### config.mk
export PLATFORM = sky130hd
export DESIGN_NAME = xdreq_bridge
export DESIGN_NICKNAME = d
export VERILOG_FILES = /design/src/rtl/dreq_pkg.sv /design/src/rtl/dreq_sync.sv /design/src/rtl/dreq_chan.sv /design/src/rtl/xdreq_bridge.sv
export SDC_FILE = /design/constraint.sdc
export NUM_CORES = 1
export LEC_CHECK = 0
export ABC_AREA = 0
export BUFFER_PORTS_ARGS = -buffer_cell sky130_fd_sc_hd__buf_4
export CAP_MARGIN = 20
export CORE_MARGIN = 1.5
export CORE_UTILIZATION = 45
export CTS_CLUSTER_SIZE = 40
export DETAILED_ROUTE_END_ITERATION = 6
export GPL_ROUTABILITY_DRIVEN = 0
export HOLD_SLACK_MARGIN = 0.06
export PLACE_DENSITY_LB_ADDON = 0.1
export SKIP_CTS_REPAIR_TIMING = 1
export SLEW_MARGIN = 10
export SYNTH_ARGS = -nofsm -noshare
export SYNTH_HDL_FRONTEND = slang
export SYNTH_SLANG_ARGS = --single-unit
### constraint.sdc
create_clock -name clk -period 1 [get_ports clk]
set_clock_uncertainty 0.05 [all_clocks]
set_input_delay 0.2 -clock clk [delete_from_list [all_inputs] [get_ports clk]]
set_output_delay 0.2 -clock clk [all_outputs]
set_load 0.005 [all_outputs]
### src/rtl/dreq_pkg.sv
package dreq_pkg;

  // Per-channel request state
  typedef enum logic [1:0] {
    ST_ARMED   = 2'd0,  // waiting for an inactive-to-active transition
    ST_PENDING = 2'd1,  // request presented, waiting for acknowledge
    ST_SPENT   = 2'd2   // acknowledged, waiting for pin to go inactive
  } chan_state_t;

endpackage

### src/rtl/dreq_sync.sv
module dreq_sync #(
  parameter int   WIDTH   = 4,
  parameter int   STAGES  = 2,
  parameter logic RST_VAL = 1'b1
) (
  input  logic             clk,
  input  logic             rst,
  input  logic [WIDTH-1:0] d_async,
  output logic [WIDTH-1:0] q_sync
);

  logic [WIDTH-1:0] stage_q [STAGES];

  always_ff @(posedge clk) begin
    if (rst) begin
      for (int s = 0; s < STAGES; s++) stage_q[s] <= {WIDTH{RST_VAL}};
    end else begin
      stage_q[0] <= d_async;
      for (int s = 1; s < STAGES; s++) stage_q[s] <= stage_q[s-1];
    end
  end

  assign q_sync = stage_q[STAGES-1];

endmodule

### src/rtl/dreq_chan.sv
module dreq_chan
  import dreq_pkg::*;
(
  input  logic clk,
  input  logic rst,
  input  logic act,    // synchronized, active-high request level
  input  logic ack,
  output logic req
);

  chan_state_t state_q, state_d;
  logic        prev_q;
  logic        rise;

  assign rise = act & ~prev_q;

  always_comb begin
    state_d = state_q;
    unique case (state_q)
      ST_ARMED:   if (rise) state_d = ST_PENDING;
      ST_PENDING: if (ack)  state_d = ST_SPENT;
      ST_SPENT:   if (!act) state_d = ST_ARMED;
      default:              state_d = ST_ARMED;
    endcase
  end

  always_ff @(posedge clk) begin
    if (rst) begin
      state_q <= ST_ARMED;
      prev_q  <= 1'b0;
      req     <= 1'b0;
    end else begin
      state_q <= state_d;
      prev_q  <= act;
      req     <= (state_d == ST_PENDING);
    end
  end

endmodule

### src/rtl/xdreq_bridge.sv
module xdreq_bridge #(
  parameter int NUM_PINS    = 4,
  parameter int NUM_HS      = 5,
  parameter int HS_BASE     = 1,
  parameter int SYNC_STAGES = 2
) (
  input  logic                clk,
  input  logic                rst,
  input  logic [NUM_PINS-1:0] dreq_n_pin,
  input  logic [NUM_HS-1:0]   hs_ack,
  output logic [NUM_HS-1:0]   hs_req
);

  localparam int HS_END = HS_BASE + NUM_PINS;

  logic [NUM_PINS-1:0] pin_n_s;

  dreq_sync #(
    .WIDTH  (NUM_PINS),
    .STAGES (SYNC_STAGES),
    .RST_VAL(1'b1)
  ) u_sync (
    .clk    (clk),
    .rst    (rst),
    .d_async(dreq_n_pin),
    .q_sync (pin_n_s)
  );

  for (genvar j = 0; j < NUM_HS; j++) begin : g_hs
    if (j >= HS_BASE && j < HS_END) begin : g_mapped
      dreq_chan u_chan (
        .clk(clk),
        .rst(rst),
        .act(~pin_n_s[j-HS_BASE]),
        .ack(hs_ack[j]),
        .req(hs_req[j])
      );
    end else begin : g_unmapped
      logic unused_ack;
      assign unused_ack = hs_ack[j];
      assign hs_req[j]  = 1'b0;
    end
  end

endmodule

Yosys cells after proc, flatten, opt, wreduce, memory -nomap -nowiden
Memory sizes are Yosys's and may differ from the RTL's. Index checks and enable logic that the tools add are counted. W data, S select, Z words.

Equality and inequality tests: 12. Muxes and demuxes: 21. Bitwise gates (word level): 14. Reductions and logical operators: 4.

Operators by type and width (number): $mux W2 (12); $pmux W2 S3 (4); $eq A2 B1 Y1 const B (8); $eq A2 B2 Y1 const B (4); $logic_not A2 Y1 (4); $mux W4 (2); $not A1 Y1 (8); $and A1 B1 Y1 (4); $mux W1 (3); $or A1 B1 Y1 (2).

Flip-flop bits (word level): 16. Bits in writable memories: 8. Input bits: 11. Output and inout port bits: 5. Logic and storage cells: 64. Memories kept: 1.

Memory list: u_sync.stage_q (words 2, bits a word 4, read ports 2, clocked after memory_dff 0, wr ports 2, RTL line dreq_sync.sv:12) `logic [WIDTH-1:0] stage_q [STAGES];`.

Longest topological paths before layout
Gate-level depths: netlist of the first run. An unclocked memory read counts as a cell.

Word-level depth: 6. Mapped depth: 2. Gate-level depth less buffers: 2.

Cells and area by module
A second synthesis of the first run with hierarchy kept.

Cell total of the unflattened synthesis: 74. Area, all modules: 817.0 µm².

Modules (own cells, without submodules): dreq_chan (times used 4, cells each 12, area each 137.6 µm², seq. area each 80.1 µm²); dreq_sync (times used 1, cells each 20, area each 240.2 µm², seq. area each 160.2 µm²); xdreq_bridge (times used 1, cells each 6, area each 26.3 µm², seq. area each 0.0 µm²).

Worst setup path after synthesis of the first run
No wires, ideal clock.

Path type: flip-flop to flip-flop. Start: reg g_hs[1].g_mapped.u_chan.state_q[0]. End: reg g_hs[1].g_mapped.u_chan.req. Library setup time: 0.086 ns. Arrival time: 0.877 ns. Data required time: 0.864 ns. Setup slack: -0.012 ns. Stages on the path, launching flop included: 3. Buffers on the path: 0. Clock period less this slack: 1.012 ns. Cells stage by stage: dfxtp_1 or3_1 a211oi_1.

Word-level cells in the longest chain between the ends: 3. Elaborated cells on any way between the ends: 8. Classes of those cells: eq/ne (3); mux (4); reduce/logical (1).

Ends and longest elaborated chain: start, declared (RTL line dreq_chan.sv:11) `chan_state_t state_q, state_d;`; start signal, assigned (RTL line dreq_chan.sv:33) `state_q <= state_d;`; $eq A2 B2 Y1 (tied with other cells) (RTL line dreq_chan.sv:19) `unique case (state_q)`; $pmux W2 S3 (*) (RTL line dreq_chan.sv:19); $eq A2 B1 Y1 (*) (RTL line dreq_chan.sv:35) `req <= (state_d == ST_PENDING);`; end signal, assigned (RTL line dreq_chan.sv:35); end, declared (RTL line dreq_chan.sv:8) `output logic req`.

Mark *: on every way between the ends. The rest lies on a longest branch, timed or not. A chain may end at the register's enable or synchronous reset.

==> impl_metrics.py, run 1 <==
metrics = {
    "run_status": {
        "run_status": "finished, violations left",
        "violations": "negative setup slack",
    },
    "job": {
        "maxCapViolCount": 0,
    },
    "floorplanning": {
        "num_io_pins": 16,
        "coreArea_um2": 1580,
        "die-area_um2": 2020,
        "initial_core_util": 0.502,
        "die_y_um": 45.0,
        "core.rowCount": 14,
        "die_w_um": 45.0,
    },
    "synth": {
        "ys.flop_type": "dfxtp_1",
        "yosys_warnings": 0,
        "synth_area_leaders": "dfxtp_1 (61%), a211oi_1 (7.6%), or2_2 (6.3%)",
        "synthCells": 72,
        "syn_area_um2": 792,
        "postSynthAreaPerCell_um2": 11.0,
        "yosys_register_bits": 24,
        "yosys-top-cells-count": "dfxtp_1 (24), a211oi_1 (8), or2_2 (8)",
        "yosysTopAreaCell": "dfxtp_1",
        "synth_top_area_frac": 0.607,
        "synthDistinctLibCells": 13,
        "async_reset_ff_frac": 0,
        "synth_edf_count": 0,
        "synth.most_common_cell": "dfxtp_1",
        "syn-num-nets": 83,
        "ys_seq_area_frac": 0.607,
    },
    "routing": {
        "viasPerCell": 5.04,
        "ant_nets": 0,
        "drc": 0,
        "routed_wirelength_um": 1230,
        "dr.pass1.iters": 4,
        "wl_per_cell_um": 11.6,
        "vias": 534,
        "drt-initial-drc-count": 3,
    },
    "clock_network": {
        "clock_sinks": 24,
        "cts_root_buf": "clkbuf_4",
        "path_clk_slew_ns": 0.12,
        "htree_levels": 1,
        "cts_buffers": 3,
        "clock_latency_ns": 0.30,
        "cts_tree": "yes",
        "clockBufferDepth": 2,
    },
    "timing": {
        "post-route-period-util": 1.05,
        "slew_viol_final": 0,
        "fin_tns_setup_ns": -0.277,
        "hold_viol": 0,
        "setup_viol": 9,
        "max_freq_mhz": 955,
        "period_needed_ns": 1.05,
        "postLayoutSetupSlackWorst_ns": -0.0472,
        "rsz0062_at_grt": "yes",
    },
    "pwr": {
        "netSwitchingFraction": 0.209,
        "p_leak_nw": 0.403,
        "clockPowerShare": 0.258,
        "seqPwrFrac": 0.657,
        "pwr-share-comb": 0.084,
        "switchingPower_mw": 0.320,
        "powerDensity_nw_per_um2": 1430,
        "intPower_mw": 1.21,
        "vdd_drop_max_uv": 774,
    },
    "layout": {
        "regArea_um2": 492,
        "syn2layout_area_growth_pct": 35.1,
        "drive_above_1_share": 0.644,
        "multi_input_area_um2": 349,
        "n_antenna_cell": 0,
        "fin_area_um2": 1070,
        "nFillCells": 130,
        "nets": 103,
    },
    "setup_path": {
        "crit_chain": "or3_4 > a211oi_2",
        "critical_path.max_fanout": 3,
        "worstPathArrival_ns": 1.22,
        "r2r_setup_slack_ns": -0.05,
        "critPathMaxStageDelay_ns": 0.39,
        "cp.required_ns": 1.17,
        "worstSetupStartpointType": "register",
        "crit_type": "register to register",
        "crit_family": "simple AND/OR/NAND/NOR gates",
        "slowest_stage": "or3_4",
        "end_kind": "register",
        "critPathBufInv": 0,
    },
    "global_routing": {
        "overflow": 0,
        "grt_use_met2": 0.189,
        "grtUsageTotal": 0.124,
        "grt_first_pass_wirelength_um": 1760,
        "grt_use_met3": 0.0240,
        "met1_usage": 0.155,
        "grt_pass1_vias": 434,
        "grt_max_degree": 25,
        "grt-busiest-layer": "met2",
        "antenna_found_initial": 0,
    },
    "placed_design": {
        "place_area_um2": 903,
        "dp_slack_ns": -0.0967,
        "port-buffer-count": 13,
    },
    "worst_hold_path": {
        "hold_path_class": "input port to register",
    },
}
## area by class of cell
type / count / share of cell area
clock buffer: 3 / 0.0211
multi-input combinational: 41 / 0.326
sequential: 24 / 0.460
tap: 16 / 0.0187
timing repair buffer: 22 / 0.174
## flip-flops by register name, summed over array words and instances (netlist names)
signal / flops
g_hs.g_mapped.u_chan.state_q: 8
u_sync.stage_q: 8
g_hs.g_mapped.u_chan.prev_q: 4
g_hs.g_mapped.u_chan.req: 4
## metrics by stage
stage / cells / utilization / total power, mW / hold WS (ns)
final: 106 / 0.679 / 1.53 / 0.133
after global routing: 106 / 0.679 / 1.60 / 0.133
after CTS: 102 / 0.587 / 1.51 / 0.0171
after detailed placement: 99 / 0.573 / 1.12 / 0.338
after global placement: 99 / 0.573 / 1.12 / 0.334
after floorplan: 72 / - / 1.08 / 0.254
## path summary, 6_finish.rpt
path,from,endpoint,depth (start not counted)
worst min register to register,u_sync.stage_q[0][1]$_SDFF_PP1_,u_sync.stage_q[0][5]$_SDFF_PP1_,1
worst max-delay path,u_sync.stage_q[0][7]$_SDFF_PP1_,g_hs[4].g_mapped.u_chan.state_q[0]$_SDFF_PP0_,2
worst min-delay path,hs_ack[2],g_hs[2].g_mapped.u_chan.state_q[1]$_SDFF_PP0_,3
worst max register to register,u_sync.stage_q[0][7]$_SDFF_PP1_,g_hs[4].g_mapped.u_chan.state_q[0]$_SDFF_PP0_,2
## layout by cell type (no fill, tap or decap), drive strengths merged, types with 3 or more instances in the layout
cell type	n
dfxtp	24
buf	18
a211oi	8
or2	8
or3	4
nor2	4
nand3b	4
a21oi	4
dlygate4sd3	4
or3b	4
clkbuf	3
## worst min-delay path, delay by kind of cell
family          cells  cell delay (ns)
buf+inv             1             0.11
simple gates        1             0.09
compound gates      1             0.05
## logic make-up after synthesis
| group | after synthesis | synth area share |
|---|---|---|
| simple gates | 28 | 0.231 |
| flops | 24 | 0.607 |
| compound gates | 12 | 0.101 |
| buf+inv | 7 | 0.0569 |
| other cells | 1 | 0.00473 |
## power groups by stage
stage / Combinational [mW] / Sequential [mW] / Clock [mW]
after global routing: 0.143 / 1.01 / 0.447
final: 0.129 / 1.01 / 0.397
after detailed placement: 0.0943 / 1.02 / 0
after floorplan: 0.0563 / 1.02 / 0
after CTS: 0.0944 / 1.00 / 0.412
after global placement: 0.0915 / 1.02 / 0
## metal layers
layer	vias to the layer above	wire, µm
li1	277	-
met1	244	525
met2	11	647
met3	2	44
met4	0	9
met5	-	0
Note: power is estimated with default switching activity, not from simulation.
==> run 2: changes to the inputs <==
--- a/config.mk
+++ b/config.mk
@@ -5,7 +5,7 @@
 export SDC_FILE = /design/constraint.sdc
 export NUM_CORES = 1
 export LEC_CHECK = 0
-export ABC_AREA = 0
+export ABC_AREA = 1
 export BUFFER_PORTS_ARGS = -buffer_cell sky130_fd_sc_hd__buf_4
 export CAP_MARGIN = 20
 export CORE_MARGIN = 1.5
==> run 2 against run 1 <==
  * The run now ends clean
  * Global-route usage down 0.52 points
  * Synthesized area increased by 0.16%
  * First-iteration DRC count up 33%
  * Maximum frequency up 4.8%
  * Die area is 0.16% higher
  * Critical path depth shrank 1
  * Count of clock-buffer cells in the layout is the same
  * Sequential power about the same
  * Clock power is 71% higher
  * Total power grew 16%
  * Register-to-register slack better by 0.23 ns
  * Cell area fell by 11%
  * Critical endpoint is now hs_req[2]
  * Largest cell class unchanged
==> impl_metrics.py, run 2 <==
metrics = {
    "floorplanning": {
        "coreArea_um2": 1580,
        "core.rowCount": 14,
        "die_w_um": 45.0,
        "die-area_um2": 2020,
        "die_y_um": 45.0,
        "initial_core_util": 0.503,
        "num_io_pins": 16,
    },
    "pwr": {
        "switchingPower_mw": 0.332,
        "clockPowerShare": 0.380,
        "vdd_drop_max_uv": 1290,
        "netSwitchingFraction": 0.186,
        "seqPwrFrac": 0.562,
        "intPower_mw": 1.45,
        "powerDensity_nw_per_um2": 1880,
        "p_leak_nw": 0.393,
        "pwr-share-comb": 0.058,
    },
    "layout": {
        "nets": 114,
        "n_antenna_cell": 0,
        "post-route-util": 0.602,
        "reg_top3": "g_hs.g_mapped.u_chan.state_q x8, u_sync.stage_q x8",
        "layout_common_cells": "dfxtp_1 (24), buf_4 (13), nor2_1 (12), a21oi_1 (12)",
        "drive_above_1_share": 0.176,
        "syn2layout_area_growth_pct": 19.7,
        "layout_commonest_cell": "dfxtp_1",
    },
    "timing": {
        "period_needed_ns": 0.999,
        "setup_viol": 0,
        "hold_viol": 0,
        "slew_viol_final": 0,
        "max_freq_mhz": 1000,
        "post-route-period-util": 0.999,
        "rsz0062_at_grt": "yes",
        "fin_tns_setup_ns": 0,
    },
    "synth": {
        "syn_area_um2": 793,
        "synthDistinctLibCells": 12,
        "synthCells": 88,
        "yosys_warnings": 0,
        "yosysTopAreaCell": "dfxtp_1",
        "yosys_register_bits": 24,
        "yosys-top-cells-count": "dfxtp_1 (24), a21oi_1 (12), nor2_1 (12)",
        "postSynthAreaPerCell_um2": 9.01,
        "ys.flop_type": "dfxtp_1",
        "synth_area_leaders": "dfxtp_1 (61%), a21oi_1 (7.6%), nor2_1 (5.7%)",
        "synth_top_area_frac": 0.606,
        "syn-num-nets": 99,
        "synth_edf_count": 0,
        "ys_seq_area_frac": 0.606,
        "synth.most_common_cell": "dfxtp_1",
        "async_reset_ff_frac": 0,
    },
    "routing": {
        "ant_nets": 0,
        "drc": 0,
        "wl_per_cell_um": 9.52,
        "viasPerCell": 4.79,
        "vias": 565,
        "drt-initial-drc-count": 4,
        "routed_wirelength_um": 1120,
        "dr.pass1.iters": 4,
    },
    "setup_path": {
        "critPathBufInv": 1,
        "critPathMaxStageDelay_ns": 0.32,
        "critical_path.max_fanout": 1,
        "crit_type": "register to primary output",
        "cp.required_ns": 0.75,
        "crit_chain": "buf_4",
        "end_kind": "primary output",
        "worstPathArrival_ns": 0.75,
        "crit_family": "flip-flops",
        "worstSetupStartpointType": "register",
        "slowest_stage": "dfxtp_1",
    },
    "placed_design": {
        "dpl.hpwl_um": 726,
        "port-buffer-count": 13,
    },
    "clock_network": {
        "clock_latency_ns": 0.31,
        "cts_tree": "yes",
        "clockBufferDepth": 2,
        "clock_sinks": 24,
        "cts_buffers": 3,
        "path_clk_slew_ns": 0.13,
        "cts_root_buf": "clkbuf_4",
        "htree_levels": 1,
    },
    "global_routing": {
        "antenna_found_initial": 0,
        "grt_max_degree": 25,
        "grt_first_pass_wirelength_um": 1660,
        "grt_pass1_vias": 435,
        "grtUsageTotal": 0.118,
        "overflow": 0,
    },
    "job": {
        "maxCapViolCount": 0,
    },
    "run_status": {
        "run_status": "complete, no violations",
    },
    "worst_hold_path": {
        "hold_path_class": "input port to register",
    },
}
## run 2: logic make-up (layout without fill, tap and decap cells)
logic type / after synthesis / in the layout / share of synthesized area
compound gates: 12 / 12 / 0.0757
buf+inv: 15 / 29 / 0.106
flops: 24 / 24 / 0.606
other cells: 1 / 1 / 0.00473
simple gates: 36 / 36 / 0.208
## run 2: layout make-up
cell class | count | area [µm²]
tap | 16 | 20.0
fill | 149 | 627
clock buffer | 3 | 22.5
timing repair buffer | 17 | 138
multi-input combinational | 49 | 229
clock inverter | 1 | 30.0
inverter | 8 | 30.0
sequential | 24 | 480
## run 2: final timing paths
kind	start	endpoint	slack, ns	depth (start not counted)
setup / recovery	g_hs[2].g_mapped.u_chan.req$_SDFF_PP0_	hs_req[2]	0.0006	1
hold / removal	hs_ack[1]	g_hs[1].g_mapped.u_chan.state_q[1]$_SDFF_PP0_	0.11	3
setup reg to reg	g_hs[3].g_mapped.u_chan.state_q[0]$_SDFF_PP0_	g_hs[3].g_mapped.u_chan.req$_SDFF_PP0_	0.18	3
hold reg to reg	u_sync.stage_q[0][4]$_SDFF_PP1_	g_hs[1].g_mapped.u_chan.prev_q$_SDFF_PP0_	0.36	1
## run 2: power groups by stage
stage / Clock [mW] / Combinational, mW / Sequential (mW)
2_1_floorplan: 0 / 0.0614 / 1.02
3_3_place_gp: 0 / 0.0885 / 1.02
3_5_place_dp: 0 / 0.0916 / 1.02
4_1_cts: 0.696 / 0.0926 / 1.00
5_1_grt: 0.730 / 0.116 / 1.01
6_report: 0.679 / 0.104 / 1.00
## run 2: routing by layer
| layer | part of all wire | global-route usage | up-vias |
|---|---|---|---|
| met3 | 0.037 | 0.0240 | 2 |
| met4 | 0.015 | 0.106 | 0 |
| met2 | 0.52 | 0.183 | 11 |
| li1 | - | - | 297 |
| met5 | 0 | 0 | - |
| met1 | 0.43 | 0.137 | 255 |
## run 2: tightest hold or removal path, cell delays in order
cell     delay, ns
buf_4         0.11
nand3_1       0.07
a21oi_1       0.05
## run 2: metrics by stage
step                hold WS [ns]  power [mW]  cells  cell area [µm²]  setup WS, ns
detailed placement         0.333        1.12    110              857         0.132
finish                     0.107        1.79    118              950      0.000585
global placement           0.333        1.11    110              857         0.140
global route              0.0942        1.85    118              950       -0.0386
floorplan                  0.247        1.08     88              793         0.291
CTS                      0.00152        1.79    114              910       -0.0126
